File: src/rtl/cbc_pkg.sv
package cbc_pkg;
  localparam int CBC_IDX_W     = 10;
  localparam int CBC_MAX_CORES = 8;

  typedef enum logic [1:0] {
    REQ_NONE  = 2'd0,
    REQ_RESET = 2'd1,
    REQ_ON    = 2'd2,
    REQ_OFF   = 2'd3
  } reqKind_e;

  typedef struct packed {
    logic                              regWr;
    logic [CBC_IDX_W-1:0]              idx;
    logic [31:0]                       data;
    logic [CBC_MAX_CORES-1:0]          fire;
    logic [CBC_MAX_CORES-1:0][1:0]     kind;
  } strobe_t;
endpackage

File: src/rtl/cbc_ctl.sv
module cbc_ctl
  import cbc_pkg::*;
#(
  parameter int NUM_CORES = 4,
  parameter int NUM_REGS  = 18,
  parameter int CTRL_IDX  = 0,
  parameter int RST_LSB   = 13,
  parameter int EN_LSB    = 22,
  parameter int DISP_A    = 3,
  parameter int DISP_B    = 12
) (
  input  logic [11:0] busAddr,
  input  logic        busWrEn,
  input  logic [31:0] busWData,
  input  logic [31:0] ctrlVal,
  output strobe_t     stb
);
  logic [CBC_IDX_W-1:0] idx;
  logic                 inRange;
  logic                 isCtrl;
  logic [31:0]          diff;
  logic [NUM_CORES-1:0] enCh;
  logic [NUM_CORES-1:0] rstCh;
  logic [NUM_CORES-1:0] wantOn;

  assign idx     = busAddr[11:2];
  assign inRange = (int'(idx) < NUM_REGS);
  assign isCtrl  = busWrEn && (int'(idx) == CTRL_IDX);
  assign diff    = ctrlVal ^ busWData;

  for (genvar c = 0; c < NUM_CORES; c++) begin : g_core
    assign rstCh[c] = diff[RST_LSB+c];
    if (c == 0) begin : g_noen
      assign enCh[c]   = 1'b0;
      assign wantOn[c] = 1'b0;
    end else begin : g_en
      assign enCh[c]   = diff[EN_LSB+c-1];
      assign wantOn[c] = busWData[EN_LSB+c-1];
    end
  end

  always_comb begin
    stb       = '0;
    stb.regWr = busWrEn && inRange;
    stb.idx   = idx;
    stb.data  = busWData;
    if (isCtrl) begin
      if (diff[DISP_A]) stb.data[DISP_A] = 1'b0;
      if (diff[DISP_B]) stb.data[DISP_B] = 1'b0;
      for (int c = 0; c < NUM_CORES; c++) begin
        if (enCh[c]) begin
          stb.fire[c] = 1'b1;
          stb.kind[c] = wantOn[c] ? REQ_ON : REQ_OFF;
        end else if (rstCh[c]) begin
          stb.fire[c] = 1'b1;
          stb.kind[c] = REQ_RESET;
        end
      end
    end
  end
endmodule

File: src/rtl/cbc_dp.sv
module cbc_dp
  import cbc_pkg::*;
#(
  parameter int          NUM_CORES = 4,
  parameter int          NUM_REGS  = 18,
  parameter int          CTRL_IDX  = 0,
  parameter int          STAT_IDX  = 2,
  parameter int          MASK_IDX  = 6,
  parameter int          BOOT_BASE = 10,
  parameter int          RST_LSB   = 13,
  parameter logic [31:0] CTRL_INIT = 32'h0000_0521,
  parameter logic [31:0] STAT_INIT = 32'h0000_0001,
  parameter logic [31:0] MASK_INIT = 32'h0000_001F
) (
  input  logic                     clk,
  input  logic                     rstN,
  input  strobe_t                  stb,
  input  logic [CBC_IDX_W-1:0]     rdIdx,
  input  logic [NUM_CORES-1:0]     coreDone,
  output logic [31:0]              busRData,
  output logic [31:0]              ctrlVal,
  output logic [NUM_CORES-1:0]     reqValid,
  output logic [2*NUM_CORES-1:0]   reqKind,
  output logic [32*NUM_CORES-1:0]  bootEntry,
  output logic [32*NUM_CORES-1:0]  bootArg
);
  localparam int IDX_W = $clog2(NUM_REGS);

  logic [31:0]          regQ [NUM_REGS];
  logic [NUM_CORES-1:0] pendQ;

  function automatic logic [31:0] initVal(int i);
    if (i == CTRL_IDX)      return CTRL_INIT;
    else if (i == STAT_IDX) return STAT_INIT;
    else if (i == MASK_IDX) return MASK_INIT;
    else                    return 32'h0;
  endfunction

  always_ff @(posedge clk) begin
    if (!rstN) begin
      for (int i = 0; i < NUM_REGS; i++) regQ[i] <= initVal(i);
      pendQ    <= '0;
      reqValid <= '0;
      reqKind  <= '0;
    end else begin
      for (int c = 0; c < NUM_CORES; c++)
        if (pendQ[c] && coreDone[c]) regQ[CTRL_IDX][RST_LSB+c] <= 1'b0;
      if (stb.regWr) regQ[stb.idx[IDX_W-1:0]] <= stb.data;
      pendQ    <= (pendQ & ~coreDone) | stb.fire[NUM_CORES-1:0];
      reqValid <= stb.fire[NUM_CORES-1:0];
      for (int c = 0; c < NUM_CORES; c++) reqKind[2*c +: 2] <= stb.kind[c];
    end
  end

  for (genvar c = 0; c < NUM_CORES; c++) begin : g_boot
    if (c == 0) begin : g_none
      assign bootEntry[31:0] = 32'h0;
      assign bootArg[31:0]   = 32'h0;
    end else begin : g_pair
      logic [31:0] entryR, argR;
      always_ff @(posedge clk) begin
        if (!rstN) begin
          entryR <= '0;
          argR   <= '0;
        end else if (stb.fire[c] && stb.kind[c] == REQ_ON) begin
          entryR <= regQ[BOOT_BASE+2*(c-1)];
          argR   <= regQ[BOOT_BASE+2*(c-1)+1];
        end
      end
      assign bootEntry[32*c +: 32] = entryR;
      assign bootArg[32*c +: 32]   = argR;
    end
  end

  assign busRData = (int'(rdIdx) < NUM_REGS) ? regQ[rdIdx[IDX_W-1:0]] : 32'h0;
  assign ctrlVal  = regQ[CTRL_IDX];
endmodule

File: src/rtl/core_boot_ctl.sv
module core_boot_ctl
  import cbc_pkg::*;
#(
  parameter int NUM_CORES = 4,
  parameter int NUM_REGS  = 18,
  parameter int RST_LSB   = 13,
  parameter int EN_LSB    = 22,
  parameter int DISP_A    = 3,
  parameter int DISP_B    = 12,
  parameter int BOOT_BASE = 10
) (
  input  logic                    clk,
  input  logic                    rstN,
  input  logic [11:0]             busAddr,
  input  logic                    busWrEn,
  input  logic [31:0]             busWData,
  output logic [31:0]             busRData,
  input  logic [NUM_CORES-1:0]    coreDone,
  output logic [NUM_CORES-1:0]    reqValid,
  output logic [2*NUM_CORES-1:0]  reqKind,
  output logic [32*NUM_CORES-1:0] bootEntry,
  output logic [32*NUM_CORES-1:0] bootArg
);
  strobe_t     stb;
  logic [31:0] ctrlVal;

  cbc_ctl #(
    .NUM_CORES(NUM_CORES), .NUM_REGS(NUM_REGS), .CTRL_IDX(0),
    .RST_LSB(RST_LSB), .EN_LSB(EN_LSB), .DISP_A(DISP_A), .DISP_B(DISP_B)
  ) u_ctl (
    .busAddr(busAddr), .busWrEn(busWrEn), .busWData(busWData),
    .ctrlVal(ctrlVal), .stb(stb)
  );

  cbc_dp #(
    .NUM_CORES(NUM_CORES), .NUM_REGS(NUM_REGS), .CTRL_IDX(0),
    .STAT_IDX(2), .MASK_IDX(6), .BOOT_BASE(BOOT_BASE), .RST_LSB(RST_LSB)
  ) u_dp (
    .clk(clk), .rstN(rstN), .stb(stb), .rdIdx(busAddr[11:2]),
    .coreDone(coreDone), .busRData(busRData), .ctrlVal(ctrlVal),
    .reqValid(reqValid), .reqKind(reqKind),
    .bootEntry(bootEntry), .bootArg(bootArg)
  );
endmodule

File: config.mk
export PLATFORM = sky130hd
export DESIGN_NAME = core_boot_ctl
export DESIGN_NICKNAME = d
export VERILOG_FILES = /design/src/rtl/cbc_pkg.sv /design/src/rtl/cbc_ctl.sv /design/src/rtl/cbc_dp.sv /design/src/rtl/core_boot_ctl.sv
export SDC_FILE = /design/constraint.sdc
export NUM_CORES = 2
export LEC_CHECK = 0
export BUFFER_PORTS_ARGS = -buffer_cell sky130_fd_sc_hd__buf_2
export CORE_UTILIZATION = 45
export CTS_CLUSTER_DIAMETER = 120
export DETAILED_ROUTE_END_ITERATION = 10
export GPL_ROUTABILITY_DRIVEN = 0
export PLACE_DENSITY = 0.74
export SYNTH_ARGS = -nofsm -noshare
export SYNTH_HDL_FRONTEND = slang
export SYNTH_HIERARCHICAL = 1
export SYNTH_SLANG_ARGS = --single-unit
File: constraint.sdc
create_clock -name clk -period 11.3 [get_ports clk]
set_clock_uncertainty 0.15 [all_clocks]
set_input_delay 1.695 -clock clk [delete_from_list [all_inputs] [get_ports clk]]
set_output_delay 1.695 -clock clk [all_outputs]
set_load 0.01 [all_outputs]
* Word level (Yosys, flattened, before mapping)
Memories as Yosys holds them, arrays and structs flattened. A register that Yosys moved wholly into a read port is not among the register bits.
Cells that the tools add are included.
** Storage, ports and cells
- Memories :: 1
- Bits of input ports :: 51
- Output and inout port bits :: 300
- Memory bits (writable) :: 576
- Latch bits :: 0
- Word-level logic and storage cells :: 86
- Bits in registers :: 16
- Memory bits (read-only) :: 0
** Cells by class
- Multipliers :: 0
- Muxes and demuxes :: 51
- Divide/modulo/power cells :: 0
- Reduce and logical (&&, ||, !) cells :: 18
- Magnitude comparators :: 1
- Shift-type cells :: 0
- Eq/ne operators :: 3
- Add/subtract/negate cells :: 0
- Bitwise logic cells :: 8
** Memories
- u_dp.regQ :: depth 18, width 32, rd ports 8, clocked after Yosys merged registers in 6, wr ports 18, line cbc_dp.sv:29 : logic [31:0] regQ [NUM_REGS];
** Operator list (number)
- 32-bit two-way mux :: 6
- 1-bit two-way mux :: 39
- 32-bit OR reduction :: 1
- 25-bit bitwise XOR :: 1
- 10-bit logical NOT :: 1
- 10-bit by 5-bit < comparator with 1-bit output, second input constant :: 1
- 1-bit logical AND :: 9
- 8-bit two-way mux :: 1
- 2-bit equality test, second input constant :: 3
- 1-bit logical NOT :: 6
- 2-bit two-way mux :: 3
- 5-bit two-way mux :: 1
- 4-bit bitwise AND :: 1
- 4-bit two-way mux :: 1
- 4-bit NOT :: 1
- 1-bit bitwise OR :: 4
- 4-bit bitwise OR :: 1
- 2-bit AND reduction :: 1

* Longest topological paths before layout
- Depth after elaboration :: 7
- Gate-level depth with buffers :: 10
- Gate-level depth less buffers :: 7

* Modules after synthesis
The synthesis kept the hierarchy.
** By module, submodules not included
- cbc_dp :: cells an instance 2784, sequential area each 21460.6 um2, instances 1, area an instance 34744.6 um2
- cbc_ctl :: cells an instance 88, sequential area each 0.0 um2, instances 1, area an instance 670.6 um2

* Worst setup path before layout
Ideal clock, no wire load.
- Path type :: input port to flip-flop
- Start :: input busAddr[7]
- End :: memory u_dp.regQ[12][0] (enable)
- Library setup time :: 0.466 ns
- Path buffers :: 2
- Data arrival time :: 5.199 ns
- Required time :: 10.684 ns
- Stages on the path :: 7
- Setup slack :: 5.485 ns
- Cell sequence :: nor4_4 > o211a_1 > nand2_1 > or3_1 > buf_4 > buf_6 > o21ai_0
** RTL lines
- start, declared :: line core_boot_ctl.sv:14 : input logic [11:0] busAddr,
- end, declared :: line cbc_dp.sv:29

* Worst setup path in the final report
- Start :: input busAddr[2]
- End :: output busRData[19]
** Between the ends
- Word-level cells in the longest chain between the ends :: 2
- Elaborated cells on any way between the ends :: 3
- Classes of those cells :: order compare: 1; mux: 1; memory: 1
** Ends and longest elaborated chain
- 10-bit by 5-bit < comparator with 1-bit output / memory read 18 x 32 bit (equally long branches)
- 32-bit two-way mux (*) :: line cbc_dp.sv:75 : assign busRData = (int'(rdIdx) < NUM_REGS) ? regQ[rdIdx[IDX_W-1:0]] : 32'h0;
- end, declared :: line core_boot_ctl.sv:17 : output logic [31:0] busRData,
Every way passes the cells marked *; elsewhere a longest branch is shown, timed or not.

==> metrics.md <==
| Metric | Value |
|---|---|
| Maxcap violations | `0` |
| Synth-to-layout area growth | `11.8%` |
| Multi-input logic area | `12200 um2` |
| Leak | `~15 nW` |
| Slew HR | `approximately a quarter` |
| Worst r2r src | `u_dp/regQ[0][14]$_SDFFCE_PN0P_` |
| Sequential power share | `a little over half` |
| Final Setup Violations | `0` |
| Sw Share | `around 22%` |
| Critical path's slowest cell | `a211oi_1` |
| Type of origin of the critical path | `input port` |
| Setup Buffers After CTS | `0` |
| CTS H-tree depth | `3` |
| Final core occ | `between 50% and 60%` |
| Synthesized area | `35300 um2` |
| Clk slew on worst S/H paths | `around 0.060 ns` |
| Post-layout min period | `around 6.6 ns` |
| Critical path class | `input port to output port` |
| CP max stage delay | `approximately 0.8 ns` |
| Starting Density | `a little under half` |
| Beginning of the worst hold path | `u_dp/bootArg[42]$_SDFFE_PN0P_` |
| Crit Path Max Fanout | `63` |
| Dpl cell area | `between 30000 and 40000 um2` |
| Routed WL per cell | `roughly 23 um` |
| Yosys warns | `6` |
| RSZ-0062 raised after global routing | `no` |
| Final-stage net count | `between 3k and 4k` |
| Final HPWL DP | `between 50 and 60 mm` |
| Required @ worst endpoint | `about 9.5 ns` |
| Inserted Clock Buffers | `80` |
| Pre-CTS setup slack | `4.83 ns` |
| Number of fill cells | `6665` |
| Reg2reg setup slack | `~8.6 ns` |
| CP startpoint | `busAddr[2]` |
| Antenna violations before repair | `6` |
| CP arrival | `4.71 ns` |
| Setup_tns | `0 ns` |
| Register area | `21500 um2` |
| Status | `finished, final reports clean` |
| Die ar. | `79500 um2` |
| Post-CTS Resized | `0` |
| Max Buffers Root-to-Sink | `3` |
| Root Driver | `clkbuf_16` |
| Via count | `roughly 22k` |
| CP cell instances | `buf_8 > buf_4 > mux2i_1 > o22ai_1 > nor3_1 > a211oi_1 > buf_2` |
| FP Rows | `102` |
| CTS Hold Bufs | `0` |
| P_int | `roughly 0.0048 W` |
| Comb power frac | `roughly 5.6%` |
| GR Util All Layers | `23.1%` |
| Number of buffer cells added on primary ports | `approximately 280` |
| Final WL | `roughly 93 mm` |
| Clk sink count | `~780` |
| Overall power | `between 0.006 and 0.007 W` |
| Final slew viol count | `0` |
| Share of cells above drive strength 1 | `18.8%` |
| Die X | `282 um` |
| Cells after synthesis | `about 2.9k` |
| Vias in the first global route | `21.2k` |
| Clock group share of total power | `around 42%` |
| Final critical-path share of the clock period | `58.0%` |
| P_sw | `0.00138 W` |
| Achievable clock frequency | `approximately 150 MHz` |
| Hold Crit Class | `flop to flop` |
| Hold Fails Final Rpt | `0` |
| Power Density | `between 150 and 200 nW/um2` |
| Final std cell area, no fill | `about 39000 um2` |
| Global route overflow | `0` |
| Ports | `about 350` |
| Mean area per synthesized cell | `~12 um2` |
| Initial DRC count | `2064` |
| Post-route setup slack | `approximately 4.7 ns` |
| First-pass GRT wire length | `135 mm` |
| Router iterations before antenna repair | `6` |
| Die height | `282 um` |
| Clock latency on the worst-skew pair | `roughly 0.63 ns` |
| Worst-margin pin slew | `around 1.1 ns` |
| Final ANT Viol Nets | `0` |
| Drc violations | `0` |
| CP Capture Type | `output port` |
| Max IR drop VDD | `approximately 120 uV` |
| Via/cell ratio | `around 5.4` |
| Core Footprint | `about 77000 um2` |
| Largest net degree at the start of global routing | `roughly 110` |
| CTS tree | `done` |
-- cells in the final DEF (no fill, tap or decap), types with 3 or more instances in the layout --
master / count
a211oi_1: 22
a211oi_2: 9
a21boi_0: 192
a21oi_2: 3
and2_1: 550
and3_1: 28
buf_2: 281
buf_4: 45
bufinv_16: 5
clkbuf_1: 21
clkbuf_16: 84
clkbuf_8: 5
clkinv_1: 10
clkinv_2: 12
clkinvlp_4: 4
conb_1: 65
dfxtp_1: 208
diode_2: 5
edfxtp_1: 576
inv_1: 4
inv_16: 3
maj3_1: 3
mux2i_1: 193
mux4_2: 63
nand2_1: 425
nand2b_1: 3
nand3_1: 7
nand3b_1: 3
nor2_1: 8
nor2_2: 12
nor2_4: 12
nor2b_1: 7
nor3_1: 33
o21a_1: 6
o21ai_0: 30
o21ai_2: 11
o21ai_4: 6
o22ai_1: 62
or3_1: 12
xnor2_1: 7
-- power groups by stage --
stage                     registers (W)  logic (W)  clock network (W)
final                           0.00323   0.000347            0.00263
after global placement          0.00328   0.000341                  0
after floorplan                 0.00328   0.000262                  0
after CTS                       0.00322   0.000346            0.00267
after detailed placement        0.00329   0.000345                  0
after global routing            0.00323   0.000369            0.00278
-- stage by stage --
| step | std cells | hold slack [ns] |
|---|---|---|
| 2_1_floorplan | 2918 | 0.338 |
| 3_3_place_gp | 3953 | 0.300 |
| 3_5_place_dp | 3953 | 0.304 |
| 4_1_cts | 4100 | 0.312 |
| 5_1_grt | 4101 | 0.332 |
| 6_report | 4105 | 0.310 |
-- path summary, 6_finish.rpt --
| path | end | cells past startpoint |
|---|---|---|
| max | busRData[19] | 7 |
| min | u_dp/bootArg[42]$_SDFFE_PN0P_ | 2 |
| max reg2reg | u_dp/bootArg[62]$_SDFFE_PN0P_ | 7 |
| min reg2reg | u_dp/bootArg[42]$_SDFFE_PN0P_ | 2 |
-- sequential cells by signal (all words and copies together), names as in the netlist --
register and cells:
u_dp/bootArg 96, u_dp/reqValid 4, u_dp/reqKind 8, u_dp/bootEntry 96, u_dp/regQ 576, u_dp/pendQ 4
-- per-layer routing --
| layer | wire, um | GRT usage, % | vias up | part of all wire (%) |
|---|---|---|---|---|
| li1 | - | - | 10100 | - |
| met1 | 38900 | 31.4 | 11000 | 42 |
| met2 | 44300 | 37.2 | 906 | 47 |
| met3 | 7430 | 4.28 | 138 | 8.0 |
| met4 | 2730 | 8.21 | 8 | 2.9 |
| met5 | 40 | 0 | - | 0.043 |
-- worst max-delay path, delay by kind of cell --
kind	cells	cell delay (ns)
multiplexers	1	0.18
AND/OR/NAND/NOR	1	0.15
buffers and inverters	3	1.46
AO/OA/AOI/OAI	2	1.11
-- layout make-up --
cell class / instances / area share (%)
well taps: 1040 / 3.30
diodes: 5 / 0.0317
flip-flops and latches: 784 / 54.4
clock inverters: 35 / 0.879
clock buffers: 112 / 5.74
repair buffers: 329 / 4.54
inverters: 4 / 0.0381
multi-input cells: 1796 / 31.1
No activity file was read; power rests on OpenSTA's default activity.
